$ cat config.mk
export PLATFORM = sky130hd
export DESIGN_NAME = flash_erase_seq
export DESIGN_NICKNAME = d
export VERILOG_FILES = /design/src/rtl/flash_erase_pkg.sv /design/src/rtl/fes_step_table.sv /design/src/rtl/fes_lane_pack.sv /design/src/rtl/fes_status_eval.sv /design/src/rtl/fes_bus_port.sv /design/src/rtl/flash_erase_seq.sv
export SDC_FILE = /design/constraint.sdc
export NUM_CORES = 1
export LEC_CHECK = 0
export ABC_AREA = 1
export BUFFER_PORTS_ARGS = -buffer_cell sky130_fd_sc_hd__buf_2
export CAP_MARGIN = 5
export CORE_ASPECT_RATIO = 0.7
export CORE_MARGIN = 2
export CORE_UTILIZATION = 29
export DETAILED_ROUTE_END_ITERATION = 16
export HOLD_SLACK_MARGIN = 0.15
export PLACE_DENSITY = 0.53
export SLEW_MARGIN = 25
export SYNTH_ARGS = -nofsm -noshare
export SYNTH_HDL_FRONTEND = slang
export SYNTH_SLANG_ARGS = --single-unit
$ cat constraint.sdc
create_clock -name clk_i -period 3.37 [get_ports clk_i]
set_clock_uncertainty 0.15 [all_clocks]
set_input_delay 0 -clock clk_i [delete_from_list [all_inputs] [get_ports clk_i]]
set_output_delay 0 -clock clk_i [all_outputs]
set_load 0.05 [all_outputs]
$ cat src/rtl/flash_erase_pkg.sv
package flash_erase_pkg;
  localparam int STEP_W = 3;

  typedef enum logic [1:0] {OP_CHIP = 2'd0, OP_SECTOR = 2'd1, OP_SUSPEND = 2'd2, OP_RESUME = 2'd3} op_e;
  typedef enum logic [1:0] {K_SKIP, K_WR, K_POLL, K_END} kind_e;
  typedef enum logic [2:0] {A_CMD, A_UNLK, A_SECT, A_SECT_CMD, A_BASE} asel_e;
  typedef enum logic [1:0] {S_IDLE, S_STEP, S_ACC, S_SUSP} fsm_e;

  typedef struct packed {
    kind_e      kind;
    asel_e      asel;
    logic [7:0] cmd;
  } step_t;

  localparam logic [7:0] CMD_RESET = 8'hF0;
  localparam logic [7:0] CMD_UNLK1 = 8'hAA;
  localparam logic [7:0] CMD_UNLK2 = 8'h55;
  localparam logic [7:0] CMD_SETUP = 8'h80;
  localparam logic [7:0] CMD_CHIP  = 8'h10;
  localparam logic [7:0] CMD_SECT  = 8'h30;
  localparam logic [7:0] CMD_SUSP  = 8'hB0;
endpackage

$ cat src/rtl/fes_step_table.sv
module fes_step_table
  import flash_erase_pkg::*;
(
  input  op_e               op_i,
  input  logic              bypass_i,
  input  logic [STEP_W-1:0] step_i,
  output step_t             step_o
);
  kind_e unlk_kind;
  assign unlk_kind = bypass_i ? K_SKIP : K_WR;

  always_comb begin
    step_o = '{K_END, A_CMD, 8'h00};
    case (op_i)
      OP_CHIP, OP_SECTOR: begin
        case (step_i)
          3'd0: step_o = '{K_WR, A_CMD, CMD_RESET};
          3'd1, 3'd4: step_o = '{unlk_kind, A_CMD, CMD_UNLK1};
          3'd2, 3'd5: step_o = '{unlk_kind, A_UNLK, CMD_UNLK2};
          3'd3: step_o = '{K_WR, A_CMD, CMD_SETUP};
          3'd6: step_o = (op_i == OP_CHIP) ? '{K_WR, A_CMD, CMD_CHIP}
                                           : '{K_WR, A_SECT_CMD, CMD_SECT};
          default: step_o = (op_i == OP_CHIP) ? '{K_POLL, A_BASE, 8'h00}
                                              : '{K_POLL, A_SECT_CMD, 8'h00};
        endcase
      end
      OP_SUSPEND: begin
        case (step_i)
          3'd0: step_o = '{K_WR, A_SECT, CMD_SUSP};
          3'd1: step_o = '{K_WR, A_CMD, CMD_RESET};
          default: step_o = '{K_END, A_CMD, 8'h00};
        endcase
      end
      default: begin
        case (step_i)
          3'd0: step_o = '{K_WR, A_CMD, CMD_RESET};
          3'd1: step_o = '{K_WR, A_SECT, CMD_SECT};
          default: step_o = '{K_POLL, A_SECT_CMD, 8'h00};
        endcase
      end
    endcase
  end
endmodule

$ cat src/rtl/fes_lane_pack.sv
module fes_lane_pack #(
  parameter int LANES  = 2,
  parameter int LANE_W = 16
) (
  input  logic [7:0]              cmd_i,
  output logic [LANES*LANE_W-1:0] data_o
);
  for (genvar l = 0; l < LANES; l++) begin : g_lane
    assign data_o[l*LANE_W +: LANE_W] = {{(LANE_W-8){1'b0}}, cmd_i};
  end
endmodule

$ cat src/rtl/fes_status_eval.sv
module fes_status_eval #(
  parameter int LANES    = 2,
  parameter int LANE_W   = 16,
  parameter int DONE_BIT = 7,
  parameter int TOUT_BIT = 5
) (
  input  logic [LANES*LANE_W-1:0] data_i,
  output logic                    all_done_o,
  output logic                    all_tout_o
);
  logic [LANES-1:0] done_v, tout_v;
  logic unused_data;

  for (genvar l = 0; l < LANES; l++) begin : g_lane
    assign done_v[l] = data_i[l*LANE_W + DONE_BIT];
    assign tout_v[l] = data_i[l*LANE_W + TOUT_BIT];
  end

  assign all_done_o  = &done_v;
  assign all_tout_o  = &tout_v;
  assign unused_data = ^data_i;
endmodule

$ cat src/rtl/fes_bus_port.sv
module fes_bus_port #(
  parameter int ADDR_W = 24,
  parameter int DATA_W = 32
) (
  input  logic              clk_i,
  input  logic              rst_ni,
  input  logic              start_i,
  input  logic              write_i,
  input  logic [ADDR_W-1:0] addr_i,
  input  logic [DATA_W-1:0] wdata_i,
  output logic              fin_o,
  output logic [ADDR_W-1:0] bus_addr_o,
  output logic [DATA_W-1:0] bus_wdata_o,
  output logic              bus_we_o,
  output logic              bus_re_o,
  input  logic              bus_ack_i
);
  logic active;
  assign active = bus_we_o | bus_re_o;
  assign fin_o  = active & bus_ack_i;

  always_ff @(posedge clk_i or negedge rst_ni) begin
    if (!rst_ni) begin
      bus_addr_o  <= '0;
      bus_wdata_o <= '0;
      bus_we_o    <= 1'b0;
      bus_re_o    <= 1'b0;
    end else if (fin_o) begin
      bus_we_o <= 1'b0;
      bus_re_o <= 1'b0;
    end else if (start_i && !active) begin
      bus_addr_o  <= addr_i;
      bus_wdata_o <= write_i ? wdata_i : '0;
      bus_we_o    <= write_i;
      bus_re_o    <= !write_i;
    end
  end

  assert_hold_R6: assert property (@(posedge clk_i) disable iff (!rst_ni)
    (active && !bus_ack_i) |=> (active && $stable(bus_addr_o) && $stable(bus_wdata_o)
                                && $stable(bus_we_o)));
  assert_release_R6: assert property (@(posedge clk_i) disable iff (!rst_ni)
    fin_o |=> !active);
  assert_start_idle_R6: assert property (@(posedge clk_i) disable iff (!rst_ni)
    start_i |-> !active);
endmodule

$ cat src/rtl/flash_erase_seq.sv
module flash_erase_seq
  import flash_erase_pkg::*;
#(
  parameter int              ADDR_W   = 24,
  parameter int              LANES    = 2,
  parameter int              LANE_W   = 16,
  parameter int              DONE_BIT = 7,
  parameter int              TOUT_BIT = 5,
  parameter logic [ADDR_W-1:0] CMD_OFS  = 'h555,
  parameter logic [ADDR_W-1:0] UNLK_OFS = 'h2AA,
  localparam int             DATA_W   = LANES * LANE_W
) (
  input  logic              clk_i,
  input  logic              rst_ni,
  input  logic              req_i,
  input  logic [1:0]        op_i,
  input  logic [ADDR_W-1:0] sect_addr_i,
  input  logic              bypass_i,
  output logic              busy_o,
  output logic              done_o,
  output logic              pass_o,
  output logic              suspended_o,
  output logic [ADDR_W-1:0] bus_addr_o,
  output logic [DATA_W-1:0] bus_wdata_o,
  output logic              bus_we_o,
  output logic              bus_re_o,
  input  logic              bus_ack_i,
  input  logic [DATA_W-1:0] bus_rdata_i
);
  fsm_e              state_q;
  op_e               op_q, req_op;
  logic [ADDR_W-1:0] sect_q, acc_addr;
  logic              bypass_q, recheck_q, susp_pend_q;
  logic [STEP_W-1:0] step_q;
  step_t             st;
  logic [DATA_W-1:0] cmd_word;
  logic              start, bus_fin, all_done, all_tout, susp_ok, erase_req;

  assign req_op = op_e'(op_i);

  fes_step_table u_table (
    .op_i(op_q), .bypass_i(bypass_q), .step_i(step_q), .step_o(st)
  );

  fes_lane_pack #(.LANES(LANES), .LANE_W(LANE_W)) u_pack (
    .cmd_i(st.cmd), .data_o(cmd_word)
  );

  fes_status_eval #(.LANES(LANES), .LANE_W(LANE_W), .DONE_BIT(DONE_BIT), .TOUT_BIT(TOUT_BIT)) u_eval (
    .data_i(bus_rdata_i), .all_done_o(all_done), .all_tout_o(all_tout)
  );

  always_comb begin
    case (st.asel)
      A_CMD:      acc_addr = CMD_OFS;
      A_UNLK:     acc_addr = UNLK_OFS;
      A_SECT:     acc_addr = sect_q;
      A_SECT_CMD: acc_addr = sect_q + CMD_OFS;
      default:    acc_addr = '0;
    endcase
  end

  assign start = (state_q == S_STEP) && (st.kind == K_WR || st.kind == K_POLL);

  fes_bus_port #(.ADDR_W(ADDR_W), .DATA_W(DATA_W)) u_port (
    .clk_i(clk_i), .rst_ni(rst_ni), .start_i(start), .write_i(st.kind == K_WR),
    .addr_i(acc_addr), .wdata_i(cmd_word), .fin_o(bus_fin),
    .bus_addr_o(bus_addr_o), .bus_wdata_o(bus_wdata_o),
    .bus_we_o(bus_we_o), .bus_re_o(bus_re_o), .bus_ack_i(bus_ack_i)
  );

  assign busy_o      = (state_q == S_STEP) || (state_q == S_ACC);
  assign suspended_o = (state_q == S_SUSP);
  assign erase_req   = req_i && (req_op == OP_CHIP || req_op == OP_SECTOR);
  // only a sector erase (fresh or resumed) may be parked
  assign susp_ok     = req_i && (req_op == OP_SUSPEND) && busy_o &&
                       (op_q == OP_SECTOR || op_q == OP_RESUME);

  always_ff @(posedge clk_i or negedge rst_ni) begin
    if (!rst_ni) begin
      state_q     <= S_IDLE;
      op_q        <= OP_CHIP;
      sect_q      <= '0;
      bypass_q    <= 1'b0;
      step_q      <= '0;
      recheck_q   <= 1'b0;
      susp_pend_q <= 1'b0;
      done_o      <= 1'b0;
      pass_o      <= 1'b0;
    end else begin
      done_o <= 1'b0;
      if (susp_ok) susp_pend_q <= 1'b1;
      case (state_q)
        S_IDLE: if (erase_req) begin
          op_q        <= req_op;
          sect_q      <= sect_addr_i;
          bypass_q    <= bypass_i;
          step_q      <= '0;
          recheck_q   <= 1'b0;
          susp_pend_q <= 1'b0;
          state_q     <= S_STEP;
        end
        S_SUSP: if (req_i && req_op == OP_RESUME) begin
          op_q        <= OP_RESUME;
          step_q      <= '0;
          recheck_q   <= 1'b0;
          susp_pend_q <= 1'b0;
          state_q     <= S_STEP;
        end
        S_STEP: begin
          case (st.kind)
            K_SKIP: step_q <= step_q + 1'b1;
            K_END: begin
              done_o  <= 1'b1;
              pass_o  <= 1'b1;
              state_q <= (op_q == OP_SUSPEND) ? S_SUSP : S_IDLE;
            end
            default: state_q <= S_ACC;
          endcase
        end
        default: if (bus_fin) begin
          state_q <= S_STEP;
          if (st.kind == K_WR) begin
            step_q <= step_q + 1'b1;
          end else if (recheck_q || all_done) begin
            done_o  <= 1'b1;
            pass_o  <= all_done;
            state_q <= S_IDLE;
          end else if (all_tout) begin
            recheck_q <= 1'b1;
          end else if (susp_pend_q) begin
            op_q        <= OP_SUSPEND;
            step_q      <= '0;
            susp_pend_q <= 1'b0;
          end
        end
      endcase
    end
  end

  assert_busy_susp_excl_R9: assert property (@(posedge clk_i) disable iff (!rst_ni)
    !(busy_o && suspended_o));
  assert_done_pulse_R12: assert property (@(posedge clk_i) disable iff (!rst_ni)
    done_o |=> !done_o);
  assert_pass_with_done_R12: assert property (@(posedge clk_i) disable iff (!rst_ni)
    !$stable(pass_o) |-> done_o);
  assert_quiet_when_parked_R11: assert property (@(posedge clk_i) disable iff (!rst_ni)
    (state_q == S_IDLE || state_q == S_SUSP) |-> !(bus_we_o || bus_re_o));
  assert_upper_zero_R5: assert property (@(posedge clk_i) disable iff (!rst_ni)
    bus_we_o |-> (bus_wdata_o[LANE_W-1:8] == '0));
  for (genvar l = 1; l < LANES; l++) begin : g_dup
    assert_lane_dup_R5: assert property (@(posedge clk_i) disable iff (!rst_ni)
      bus_we_o |-> (bus_wdata_o[l*LANE_W +: LANE_W] == bus_wdata_o[LANE_W-1:0]));
  end
endmodule

-- Word level (Yosys, flattened, before mapping)
Index checks and enable logic that the tools add are counted.
- $add $sub $neg: 2
- equal/unequal tests: 32
- muxes and demuxes: 64
- bitwise gates (word level): 5
- reductions and logical operators: 41
- operator list (cell ; count):
    $pmux 24 s4 ; 1
    $pmux 13 s2 ; 3
    $pmux 13 s5 ; 1
    $mux 1 ; 29
    $add 24x11->24 const B ; 1
    $mux 24 ; 1
    $mux 3 ; 8
    $mux 2 ; 11
    $eq 2x2->1 const B ; 8
    $reduce_and 7->1 ; 2
    $eq 3x2->1 const B ; 4
    $pmux 2 s3 ; 2
    $mux 11 ; 1
    $mux 10 ; 1
    $eq 3x3->1 const B ; 3
    $pmux 3 s3 ; 1
    $reduce_bool 3->1 ; 3
    $eq 2x1->1 const B ; 4
    $logic_not 2->1 ; 4
    $reduce_and 2->1 ; 4
    $reduce_and 8->1 ; 1
    $reduce_or 2->1 ; 4
    $logic_and 1x1->1 ; 7
    $eq 3x1->1 const B ; 2
    other kinds (21) ; 38
- bits in registers: 94
- bits of input ports: 63
- output and inout bits: 62
- logic and storage cells: 157

-- Longest topological paths before layout
Gate-level depths: netlist of the first run.
- word-level depth: 11
- mapped depth: 20
- depth with buffers taken out: 20

-- By module
Synthesis of the first run repeated with hierarchy kept, for this count alone.
- cells, all modules: 797
- area, all modules: 5735.5 um^2
- by module, submodules not included (module ; instances ; cells an instance ; area each (um^2)):
    flash_erase_seq ; 1 ; 449 ; 2929.1
    fes_bus_port ; 1 ; 252 ; 2267.2
    fes_step_table ; 1 ; 59 ; 280.3
    fes_lane_pack ; 1 ; 33 ; 244.0
    fes_status_eval ; 1 ; 4 ; 15.0

-- Worst setup path before layout of the first run
OpenSTA, ideal clock, no wires.
- kind: register to register
- from: reg step_q[1]
- to: reg u_port.bus_wdata_o[20]
- setup time: 0.121 ns
- arrival: 2.311 ns
- data required time: 3.099 ns
- setup slack: 0.788 ns
- stages on the path, launching flop included: 13
- buffers on the path: 1
- path through: dfrtp_1 inv_1 ha_1 nand2_4 nand3_1 nor2_1 nor2_1 nor2_1 inv_1 ha_1 nand4_1 clkbuf_1 a22o_1
- word-level cells in the longest chain between the ends: 9
- RTL lines (item ; RTL line ; source):
    from (decl) ; flash_erase_seq.sv:34 ; logic [STEP_W-1:0] step_q;
    from (signal assigned) ; flash_erase_seq.sv:112 ; K_SKIP: step_q <= step_q + 1'b1;
    from (signal assigned) ; flash_erase_seq.sv:124 ; step_q <= step_q + 1'b1;
    $eq 3x2->1 (tied with other cells) ; fes_step_table.sv:16 ; case (step_i)
    $reduce_or 2->1 ; fes_step_table.sv:16 ;
    $pmux 13 s5 ; fes_step_table.sv:16 ;
    $pmux 13 s2 (*) ; fes_step_table.sv:14 ; case (op_i)
    $eq 2x1->1 or $eq 2x2->1 (tied branches) ; flash_erase_seq.sv:63, flash_erase_seq.sv:66 ;
    $logic_or 1x1->1 ; flash_erase_seq.sv:63 ; assign start = (state_q == S_STEP) && (st.kind == K_WR || st.kind == K_POLL);
    $logic_and 1x1->1 ; flash_erase_seq.sv:63 ;
    $logic_and 1x1->1 ; fes_bus_port.sv:31 ; end else if (start_i && !active) begin
    $reduce_and 2->1 (no source line) ; -- ;
    to (signal assigned) ; fes_bus_port.sv:33 ; bus_wdata_o <= write_i ? wdata_i : '0;
    to (decl) ; fes_bus_port.sv:13 ; output logic [DATA_W-1:0] bus_wdata_o,
Mark *: on every way between the ends. The rest lies on a longest branch, timed or not.
A chain may end at the register's enable or synchronous reset.

-- Final worst setup path of the first run
- from: reg step_q[0]
- to: reg susp_pend_q
- word-level cells in the longest chain between the ends: 8
- RTL lines (item ; RTL line ; source):
    $eq 3x2->1 (tied with other cells) ; fes_step_table.sv:16 ;
    $reduce_or 2->1 ; fes_step_table.sv:16 ;
    $pmux 13 s5 ; fes_step_table.sv:16 ;
    $pmux 13 s2 (*) ; fes_step_table.sv:14 ;
    $eq 2x1->1 (*) ; flash_erase_seq.sv:123 ; if (st.kind == K_WR) begin
    $mux 1 (*) ; flash_erase_seq.sv:123 ;
    $mux 1 (*) ; flash_erase_seq.sv:121 ; default: if (bus_fin) begin
    $pmux 1 s3 (*) ; flash_erase_seq.sv:93 ; case (state_q)
    to (signal assigned) ; flash_erase_seq.sv:92 ; if (susp_ok) susp_pend_q <= 1'b1;
    to (signal assigned) ; flash_erase_seq.sv:100 ; susp_pend_q <= 1'b0;
    to (signal assigned) ; flash_erase_seq.sv:134 ; susp_pend_q <= 1'b0;
    to (decl) ; flash_erase_seq.sv:33 ; logic bypass_q, recheck_q, susp_pend_q;
Marked as above.

==> results.md, run 1 <==
- The worst slew margin relative to its limit is 0.442.
- The critical path start-end classification is flip-flop to flip-flop.
- Across the run, the number of max-cap violations was 0.
- Setup repair after global routing left no endpoint under its margin.
- In this run the vertical extent of the chip is 111 microns.
- Synthesis produced 670 cells.
- Dividing the final minimum period by the clock period gives 0.926.
- The share of synthesized area in the top cell type comes to 0.360.
- The number of buffers on the longest clock path is 2.
- 125 I/O pins were placed.
- The total via count in the routed design is 4350.
- The number of fill cells in the layout is 1722.
- The flip-flop and latch count after synthesis is 68.
- In the final layout, the share of cells above drive strength 1 is 0.190.
- The cell area that synthesis handed to floorplanning was 4730 sq um.
- The number of antenna diodes in the final layout is 0.
- IR analysis of the VDD net gives a maximum drop of 0.414 mV.
- The initial standard-cell utilization of the core is 0.293.
- The type of destination of the critical path is a flip-flop.
- The most area-hungry cell type in the Yosys netlist is dfrtp_1.
- The run finished with clean final reports.
- The critical path goes through inv_1 > ha_1 > inv_1 > nand2_1 > nand2_1 > nand2_1 > nor2_2 > nor2_1 > nand2_1 > nand3_2 > ha_1 > nor2_1 > inv_1 > nor4_2 > a211oi_1 > dlygate4sd3_1.
- The number of antenna violations at the first check in global routing is 0.
- After detailed routing, the total wire length is 12.8 mm.
- The wire length of the first global-routing pass is 21.1 mm.
- The number of global-route vias before repair is 3928.
- The Yosys step of the flow raised 0 warnings.
- The tree is rooted in a clkbuf_16.
- At the pin with the least slew margin, the transition time is 835 ps.
- For this design, the slowest cell found on the critical path is dlygate4sd3_1.
- The total CTS buffers is 9.
- The number of failing hold endpoints at the final stage was 0.
- The setup slack of the most critical reg-to-reg path is 250 ps.
- The share of total power dissipated in sequential elements is 0.220.
- The critical path crosses 16 cells after its start point.
- The achievable clock frequency is 320 MHz.
- Detailed placement ended at an HPWL of 9.82 mm.
- The placement-stage worst setup slack is 402 ps.
- The total net switching power is 3.90 mW.
- The clock reaches the later pin of the worst-skew pair after 350 ps.
- The worst register-to-register path ends at susp_pend_q.
- Entering global routing, the biggest net connects 43 pins.
- By area the synthesized netlist is led by dfrtp_1 (36%), nand2_1 (18%), inv_1 (5.4%), nor2_1 (4.6%), buf_4 (4.3%).
- The relative area change from synthesis to final layout is 26.9%.
- The area taken by multi-input logic gates is 2510 sq um.
- The number of buffer and inverter stages on the critical path is 4.
- At the worst endpoint, the required time is 3450 ps.
- The number of setup violations in the final report is 0.
- The post-synthesis sequential area ratio is 0.360.
- The detail-routed via count per cell is 4.30.
- After layout, the worst setup slack is 249 ps.
- The min-delay analysis places its worst path in the category input pin to flip-flop.
- The utilization after layout is 0.372.
- Once detail routing completed, the nets flagged for antenna violations numbered 0.
- Of all nets on the critical path, the largest fanout is 6.
- The share of total power dissipated in combinational logic is 0.619.
- During placement, the flow inserted port buffers numbering 80.
- The synthesized area per cell is 7.06 sq um.
- The number of unique standard cell types used by synthesis is 44.
- The floorplan step defined a die boundary enclosing 17400 sq um.
- The routed length per placed instance is 12.7 microns.
- The worst register-to-register path begins at step_q[0].
- The total track usage is 0.155.
- The number of nets in the finished design is 860.
- The power density over cell area is 1190 nW/um^2.
- For this run the aggregate overflow at the end of global routing stands at 0.
- The number of slew-limit violations in the final report came to 0.
- In this design, the stage delay of the slowest critical-path cell is 560 ps.
- The depth of the worst register-to-register path is 16.
- The total iterations of the first detailed-routing run is 4.
- After clock tree synthesis, the clock-pin slew on the worst setup and hold paths is 60 ps.
- For this run, design rule violations remaining after detail routing come to 0.
- The proportion of power drawn by the clock network is 0.161.
- Across the whole layout, storage elements account for 1700 sq um.
- The internal power of the cells totals 3.22 mW.
- From left edge to right edge, the die measures 157 microns.
- The minimum clock period is 3120 ps.
- The proportion of total power due to net switching is 0.548.
- The final RePlAce weighted congestion is 0.863.
- Tracing the worst setup path back leads to its startpoint at step_q[0].
- For this design the static power due to leakage is 3.20 nW.
- The cell family with the largest share of critical-path delay is simple AND/OR/NAND/NOR gates.
- The violation count after the first detailed-route iteration is 301.
- The worst setup path is launched from a flip-flop.
- The arrival time at the worst endpoint is 3200 ps.
- The H-tree was split into 3 levels.
- The floorplan row count is 39.
- The cell seen most often among critical-path stages is nand2_1.
- Summed over all failing endpoints, the final setup total negative slack is 0 ps.
- The worst setup path endpoint is susp_pend_q.
- In this run the standard cell core region covers 16200 sq um.
- The TritonCTS sink count is 68.
- The CTS tree is done.
[kinds of logic after synthesis]
kind of cell / count (synthesis) / synth area share
adder cells (fa/ha/maj): 16 / 0.0423
XOR/XNOR: 12 / 0.0222
multiplexers: 8 / 0.0191
AO/OA/AOI/OAI: 91 / 0.106
AND/OR/NAND/NOR: 354 / 0.325
flip-flops: 68 / 0.360
other: 1 / 0.000793
buffers and inverters: 120 / 0.125
[what timing repair did]
item,CTS,global route
setup endpoints to repair,0,1
resized for setup,0,6
buffers inserted,0,0
hold buffers,38,0
hold endpoints to repair,102,0
[routing by layer]
metal,GRT usage,part of all wire,up-vias
met2,0.175,0.32,131
met4,0.0446,0.012,0
met5,0,0,-
li1,-,-,2317
met3,0.0336,0.060,10
met1,0.272,0.60,1892
[tightest hold or removal path, stage by stage]
cell and delay (ps):
buf_2 120, nand2_1 60, nand2_1 40, nand2_1 60, inv_1 70, nand2_1 80
a21oi_1 70, nand2_1 60, o21ai_0 70
[stage by stage]
stage	power, mW	cell area [sq um]	std cells	hold slack [ps]
CTS	7.10	5980	1011	167
floorplan	4.95	4780	685	-446
detailed placement	5.89	5240	957	-172
global placement	5.89	5240	957	-168
finish	7.12	6000	1011	184
global route	7.74	6000	1011	260
[sequential cells by signal, indices dropped and copies added, names as in the netlist]
register,count
u_port.bus_wdata_o,6
step_q,3
recheck_q,1
pass_o,1
u_port.bus_re_o,1
bypass_q,1
u_port.bus_we_o,1
op_q,2
u_port.bus_addr_o,24
sect_q,24
done_o,1
susp_pend_q,1
state_q,2
[final cells by class]
cell class                      count  share of cell area
Sequential cell                    68               0.284
Inverter                           77              0.0490
Clock buffer                       11              0.0421
Clock inverter                      5              0.0177
Tap cell                          225              0.0469
Timing Repair Buffer              128               0.143
Multi-Input combinational cell    497               0.418
[cell usage in the layout, fill, tap and decap left out, types with 9 or more instances in the layout]
master / instances
buf_2: 80
nand4_1: 9
xor2_1: 11
nor2_1: 56
a21oi_1: 38
dfrtp_1: 67
buf_4: 10
nand2_2: 9
conb_1: 16
nand3_1: 28
clkbuf_16: 9
o21ai_1: 12
inv_1: 68
dlygate4sd3_1: 38
nand2_1: 229
o21ai_0: 25
ha_1: 15
[power by group through the flow]
stage / Combinational (mW) / Sequential [mW] / Clock, mW
2_1_floorplan: 2.94 / 2.01 / 0
3_3_place_gp: 4.30 / 1.58 / 0
3_5_place_dp: 4.32 / 1.57 / 0
4_1_cts: 4.37 / 1.56 / 1.17
5_1_grt: 4.92 / 1.62 / 1.21
6_report: 4.41 / 1.57 / 1.14
[how the worst min path moves through the flow]
stage                         startpoint                     to  cells past startpoint
after CTS                 bus_rdata_i[5]                op_q[1]                      8
final                              req_i             state_q[0]                      9
after floorplan                   rst_ni               bypass_q                      0
after global placement            rst_ni  u_port.bus_addr_o[21]                      1
after detailed placement          rst_ni  u_port.bus_addr_o[21]                      1
after global routing               req_i             state_q[1]                      8
[cells in the mapped netlist]
cell type / instances
nand2_1: 229
dfrtp_1: 68
inv_1: 68
nor2_1: 58
a21oi_1: 38
nand3_1: 29
buf_4: 27
o21ai_0: 25
ha_1: 16
o21ai_1: 12
xor2_1: 11
clkbuf_1: 10
nand2_2: 9
nand4_1: 9
mux2_2: 8
inv_2: 6
nor3_1: 6
buf_6: 3
nor2_4: 3
o211ai_1: 3
a31oi_1: 2
buf_2: 2
inv_4: 2
nand2_4: 2
nor2_8: 2
nor4_1: 2
o21bai_1: 2
o31ai_1: 2
a211oi_1: 1
a21oi_2: 1
a22o_1: 1
a311oi_1: 1
a32o_1: 1
and2_1: 1
buf_8: 1
clkinv_1: 1
conb_1: 1
nand2_8: 1
nand3_2: 1
nand3_4: 1
nand3b_1: 1
o21ai_2: 1
o22ai_1: 1
xnor2_1: 1
No activity file was read; power rests on OpenSTA's default activity.
==> run 2: changes to the inputs <==
Settings changed: PLACE_DENSITY 0.53 to 0.55.
Clock period 3.37 ns to 2.7 ns, I/O delays scaled along.
==> run 2 against run 1 <==
Effect of this change:
- design area grew 8.5%
- cell count grew 4.3%
- worst hold slack lost 37 ps
- register-to-register slack lost 190 ps
- power grew 33%
- maximum frequency grew 18%
- sequential share of layout area shrank 2.2 points
- critical endpoint is now op_q[1]
- largest power group unchanged
==> results.md, run 2 (synthesis gave the netlist of run 1 again) <==
- The number of maximum-capacitance constraint violations is 0 (unchanged).
- The cell seen most often among critical-path stages is nor2_4.
- The count of nets left with antenna violations after detail routing is 0 (unchanged).
- The final standard cell area without fillers is 6510 sq um (+8.5%).
- The overall routed net length came to 13.3 mm (+3.8%).
- From synthesis to final layout, the design area changed by 37.7%.
- The top fanout value on the critical path is 4 (-2).
- The area of the die is 17400 sq um (unchanged).
- The number of nets in the finished design is 904 (+5.1%).
- The depth of the worst register-to-register path is 18 (+2).
- The number of slew-limit violations in the final report came to 0 (unchanged).
- The library cells used most frequently in the layout, excluding fill and tap cells, are nand2_1 (222), buf_2 (80), dfrtp_1 (65), inv_1 (60).
- The post-route fraction of the period consumed by the critical path is 0.978 (+0.0521).
- The routing usage on met1 was 0.269 (-0.00360).
- The area taken by multi-input logic gates is 2620 sq um (+4.4%).
- The proportion of layout cells with a drive suffix above 1 is 0.246 (+0.0565).
- The total iterations of the first detailed-routing run is 5 (+1).
- The clock input transition at the sequential cells of the worst setup and hold paths is 60 ps (about the same).
- The largest registers in the layout are sect_q x24, u_port.bus_addr_o x24, u_port.bus_wdata_o x6.
- The delay of the slowest cell on the worst path is 450 ps (-110 ps).
- The violation count after the first detailed-route iteration was 271 (-10%).
- In this run the clock root is driven by a clkbuf_16.
- The critical path start-end classification is flip-flop to flip-flop.
- The die height is 111 microns (unchanged).
- The setup slack of the most critical reg-to-reg path is 60 ps (-190 ps).
- The leakage dissipation is 3.42 nW (+6.7%).
- The floorplan row count was 39 (unchanged).
- The worst setup path is launched from a flip-flop.
- The utilization after layout is 0.403 (+0.0315).
- The TritonCTS sink count is 68 (unchanged).
- The number of failing hold endpoints at the final stage came to 0 (unchanged).
- The total CTS buffers is 9 (unchanged).
- The worst voltage drop across the vdd grid is 0.563 mV (+36%).
- For this design, the slowest cell found on the critical path is dfrtp_2.
- The number of setup violations in the final report is 0 (unchanged).
- The worst slew margin relative to its limit is 0.477 (+0.0353).
- The met3 track demand over resource in global routing is 0.0367 (+0.00313).
- The top-level I/O count is 125 (unchanged).
- The library cell used most frequently in the layout, excluding fill and tap cells, is nand2_1.
- The standard cell core area is 16200 sq um (unchanged).
- The reg-to-reg endpoint is op_q[1].
- The final RePlAce weighted congestion is 0.908 (+5.2%).
- Setup repair after global routing could not meet its margin everywhere.
- The final antenna diode count is 0 (unchanged).
- The count of buffers inserted at the top-level ports is 80 (unchanged).
- The source-to-sink clock delay at the later pin of the worst-skew pair was 340 ps (about the same).
- The pin count of the biggest net entering global routing is 43 (unchanged).
- The level count of the clock H-tree is 3 (unchanged).
- The detail-routed via count per cell is 4.34 (+0.77%).
- The number of buffers on the longest clock path is 2 (unchanged).
- The total congestion overflow is 0 (unchanged).
- The run finished with clean final reports.
- The cell area after placement is 5440 sq um (+3.7%).
- The path class of the tightest hold or removal check is input pin to asynchronous set/reset pin.
- The minimum clock period is 2640 ps (-480 ps).
- The arrival time at the worst endpoint was 2760 ps (-440 ps).
- The total track usage is 0.160 (+0.00465).
- The wire length of the first global-routing pass was 21.9 mm (+3.6%).
- The worst setup path is captured at a flip-flop.
- In this run the critical register-to-register path is launched from step_q[0].
- The number of DRC violations after detailed routing is 0 (unchanged).
- The number of antenna violations at the first check in global routing is 0 (unchanged).
- The CTS tree is done.
- The required time of the critical path is 2820 ps (-630 ps).
- The number of fill cells in the layout is 1720 (-0.12%).
- The met2 demand-to-capacity share in global routing came to 0.195 (+0.0197).
- The routed length per placed instance came to 12.6 microns (-0.44%).
- The placed wire-length estimate was 9.99 mm (+1.8%).
- The width of the chip is 157 microns (unchanged).
- The initial standard-cell utilization of the core is 0.293 (unchanged).
- The layer with the highest usage after global routing is met1.
- The power density over cell area is 1460 nW/um^2 (+23%).
- The total via count in the routed design is 4570 (+5.1%).
- The total power of the final layout is 9.48 mW (+33%).
- The critical path goes through buf_6 > ha_4 > inv_1 > nand2_1 > nand2_1 > nand2_2 > nor2_4 > nor2_4 > nor2_4 > inv_2 > buf_4 > ha_1 > inv_2 > o21ai_1 > nor3_1 > buf_4 > nor2_1 > a31oi_1.
- The achievable clock frequency is 379 MHz (+18%).
- The sequential standard cell area came to 1710 sq um (+0.15%).
- The number of global-route vias before repair is 4192 (+6.7%).
- The actual transition at the worst max-transition pin is 785 ps (-50.2 ps).
==> run 2: cell count changes in the layout (fill, tap and decap cells not counted), moves of 6 or more <==
cell and change:
inv_1 -8, o21ai_0 -6, nand2_2 +7, nand2_1 -7
buf_12 +6, dlygate4sd3_1 +15, buf_4 +19, inv_2 +6
==> run 2: final cells by class <==
cell class              instances  area share
repair buffers                172       0.202
inverters                      77      0.0459
well taps                     225      0.0432
multi-input cells             497       0.402
flip-flops and latches         68       0.262
clock inverters                 6      0.0102
clock buffers                   9      0.0346
==> run 2: metal layers <==
metal | vias up | wire, microns
met4 | 0 | 153
met3 | 9 | 733
met5 | - | 0
met2 | 125 | 4750
met1 | 2042 | 7640
li1 | 2394 | -
==> run 2: per-stage QoR <==
stage | setup TNS (ps) | hold slack (ps) | std cells | setup slack (ps)
after floorplan | 0 | -446 | 685 | 118
after global placement | 0 | -15.6 | 976 | 34.4
after detailed placement | -165 | -15.5 | 976 | -45.4
after CTS | 0 | 185 | 1044 | 9.03
after global routing | -1170 | 239 | 1054 | -119
final | 0 | 147 | 1054 | 58.6
==> run 2: worst max-delay path by stage <==
stage / cells past startpoint / to / from
after global routing: 15 / u_port.bus_wdata_o[7] / step_q[0]
final: 18 / op_q[1] / step_q[0]
after CTS: 18 / u_port.bus_addr_o[16] / step_q[1]
after detailed placement: 16 / u_port.bus_wdata_o[21] / step_q[1]
after global placement: 18 / op_q[1] / step_q[0]
after floorplan: 12 / u_port.bus_wdata_o[20] / step_q[1]
==> run 2: worst max-delay path: cells and delay by family (launching register included) <==
kind | cells | cell delay, ps
simple gates | 8 | 770
buf+inv | 6 | 650
flops | 1 | 450
fa+ha+maj | 2 | 350
compound gates | 2 | 210
==> run 2: where the power goes <==
part	total, mW	leakage [nW]	switching, mW	internal, mW
logic	6.31	2.45	4.13	2.18
clock network	1.17	0.134	0.464	0.709
registers	2.00	0.831	0.517	1.48
==> run 2: repair_timing <==
item | CTS | global route
endpoints found under the hold margin | 102 | 0
resized for setup | 7 | 45
setup endpoints to repair | 12 | 40
pin swaps | 1 | 16
buffers inserted | 0 | 10
hold buffers | 53 | 0
==> run 3: changes to the inputs <==
Settings changed: CAP_MARGIN 5 to default, CELL_PAD_IN_SITES_DETAIL_PLACEMENT from default to 1, CELL_PAD_IN_SITES_GLOBAL_PLACEMENT from default to 2, CORE_UTILIZATION 29 to 26, PLACE_DENSITY 0.55 to 0.8.
==> run 3 against run 2 <==
Effect of this change:
- core utilization shrank 4.1 points
- cell count grew 0.28%
- register-to-register slack gained 20 ps
- non-clock buffer count shrank 6
- combinational power grew 2%
- via count grew 2.0%
- critical path type unchanged
- highest routed layer unchanged
==> results.md, run 3 (synthesis gave the netlist of run 1 again) <==
- The area of the die is 19300 sq um (+11%).
- The top-level I/O count is 125 (unchanged).
- The total net switching power came to 5.30 mW (+3.7%).
- The initial standard-cell utilization of the core was 0.264 (-0.0286).
- The width of the chip is 165 microns (+5.5%).
- The number of fill cells in the layout is 2229 (+30%).
- The placed wire-length estimate was 11.4 mm (+14%).
- The proportion of power drawn by the clock network is 0.132 (+0.008).
- The combinational power share is 0.661 (-0.005).
- The standard cell core area is 17900 sq um (+11%).
- The largest registers in the layout are sect_q x24, u_port.bus_addr_o x24, u_port.bus_wdata_o x6.
- The clock input transition at the sequential cells of the worst setup and hold paths is 50 ps (about the same).
- The leakage dissipation is 3.38 nW (-1.1%).
- The cell area after placement is 5400 sq um (-0.62%).
- The sequential cell fraction of total power is 0.207 (-0.004).
- The TritonCTS sink count is 68 (unchanged).
- The die height is 117 microns (+5.4%).
- The number of DRC violations after detailed routing is 0 (unchanged).
- The critical path start-end classification is flip-flop to flip-flop.
- The utilization after layout is 0.362 (-0.0409).
- The arrival time at the worst endpoint is 2700 ps (-60 ps).
- TritonCTS built the clock tree.
- The number of slew-limit violations in the final report was 0 (unchanged).
- The final-layout worst hold slack is 179 ps (+32.0 ps).
- The total congestion overflow is 0 (unchanged).
- The post-placement cell count was 984 (+0.82%).
- The worst slew margin relative to its limit is 0.431 (-0.0458).
- The relative area change from synthesis to final layout is 37.2%.
- The level count of the clock H-tree came to 3 (unchanged).
- The number of global-route vias before repair is 4474 (+6.7%).
- The number of buffers on the longest clock path is 2 (unchanged).
- The type of destination of the critical path is a flip-flop.
- The floorplan row count was 41 (+5.1%).
- The routed length per placed instance was 14.5 microns (+15%).
- The worst voltage drop across the vdd grid is 0.686 mV (+22%).
- The achievable clock frequency was 381 MHz (+0.61%).
- The depth of the worst register-to-register path is 15 (-3).
- The final RePlAce weighted congestion is 0.796 (-12%).
- The total CTS buffers was 9 (unchanged).
- The overall routed net length was 15.3 mm (+15%).
- The total iterations of the first detailed-routing run is 4 (-1).
- The violation count after the first detailed-route iteration is 230 (-15%).
- The total via count in the routed design is 4663 (+2.0%).
- The number of antenna violations at the first check in global routing is 0 (unchanged).
- The number of maximum-capacitance constraint violations was 0 (unchanged).
- The number of setup violations in the final report is 0 (unchanged).
- The pin count of the biggest net entering global routing came to 43 (unchanged).
- The total power of the final layout came to 9.77 mW (+3.0%).
- The min-delay analysis places its worst path in the category input pin to asynchronous set/reset pin.
- The detail-routed via count per cell is 4.41 (+1.7%).
- The count of buffers inserted at the top-level ports is 80 (unchanged).
- Setup repair after global routing could not meet its margin everywhere.
- The final antenna diode count is 0 (unchanged).
- The worst setup margin is 74.7 ps (+16.1 ps).
- The library cells used most frequently in the layout, excluding fill and tap cells, are nand2_1 (226), buf_2 (80), dfrtp_1 (66), inv_1 (57).
- The final-layout setup total negative slack is 0 ps (unchanged).
- The proportion of layout cells with a drive suffix above 1 was 0.250 (+0.00362).
- The source-to-sink clock delay at the later pin of the worst-skew pair is 340 ps (about the same).
- The proportion of total power due to net switching came to 0.543 (+0.00391).
- The final standard cell area without fillers is 6480 sq um (-0.40%).
- The clock root buffer master is clkbuf_16.
- The count of nets left with antenna violations after detail routing came to 0 (unchanged).
- The post-route fraction of the period consumed by the critical path was 0.972 (-0.00597).
- The filler-free cell count of the finished design is 1057 (+0.28%).
- The actual transition at the worst max-transition pin is 853 ps (+68.7 ps).
- The sequential standard cell area is 1700 sq um (about the same).
- The minimum clock period is 2630 ps (-16.1 ps).
- The top fanout value on the critical path came to 21 (+17).
- The library cell used most frequently in the layout, excluding fill and tap cells, is nand2_1.
- The required time of the critical path is 2780 ps (-40 ps).
- The number of failing hold endpoints at the final stage is 0 (unchanged).
- The placement-stage worst setup slack is -119 ps (-73.4 ps).
- The area taken by multi-input logic gates came to 2640 sq um (+0.86%).
- The total track usage is 0.162 (+0.00178).
- The cell-internal power was 4.46 mW (+2.1%).
- The power density over cell area is 1510 nW/um^2 (+3.4%).
- The flow ran to the end, and the final reports show no timing, DRC or antenna violations.
- The number of nets in the finished design is 898 (-0.66%).
- The worst setup path is launched from a flip-flop.
- The wire length of the first global-routing pass is 24.0 mm (+9.8%).
## run 3: power groups by stage
stage	logic (mW)	clock network, mW	registers [mW]
after global placement	5.71	0	2.00
after CTS	6.06	1.32	1.99
final	6.46	1.28	2.02
after detailed placement	5.79	0	2.00
after global routing	7.13	1.36	2.10
after floorplan	3.67	0	2.51
## run 3: metal layers
layer / up-vias / GRT usage / share of wire
met1: 2186 / 0.266 / 0.58
li1: 2368 / - / -
met5: - / 0 / 0
met3: 9 / 0.0303 / 0.045
met2: 100 / 0.208 / 0.36
met4: 0 / 0.0417 / 0.011
## run 3: what timing repair did
item,CTS,global route
hold endpoints to repair,67,0
hold buffers,53,0
resized for setup,8,55
pin swaps,2,16
setup endpoints to repair,27,40
buffers inserted,2,5
## run 3: cell type report
class                   count  share of cell area
multi-input cells         497               0.407
flip-flops and latches     68               0.263
repair buffers            166               0.189
inverters                  77              0.0473
well taps                 236              0.0455
clock buffers              11              0.0390
clock inverters             2             0.00926
## run 3: worst max-delay path, cell delays in order (launching register included)
cell      delay [ps]
dfrtp_2          450
clkinv_4         120
ha_4             180
inv_1             60
nand2_1           60
nand2_2           70
nand2_1           60
nor2_2           140
nor2_2            80
nor2_2           120
inv_2             70
ha_4             260
nand4_1          130
buf_6            180
buf_12           150
a32o_2           240
## run 3: final timing paths
kind	slack, ps	endpoint	start
max in group asynchronous	1520	sect_q[5]	rst_ni
max reg2reg	70	u_port.bus_wdata_o[18]	step_q[0]
min in group clk_i	280	sect_q[12]	sect_addr_i[12]
min reg2reg	330	u_port.bus_addr_o[17]	u_port.bus_addr_o[17]
min	180	u_port.bus_addr_o[6]	rst_ni
max	70	u_port.bus_wdata_o[18]	step_q[0]
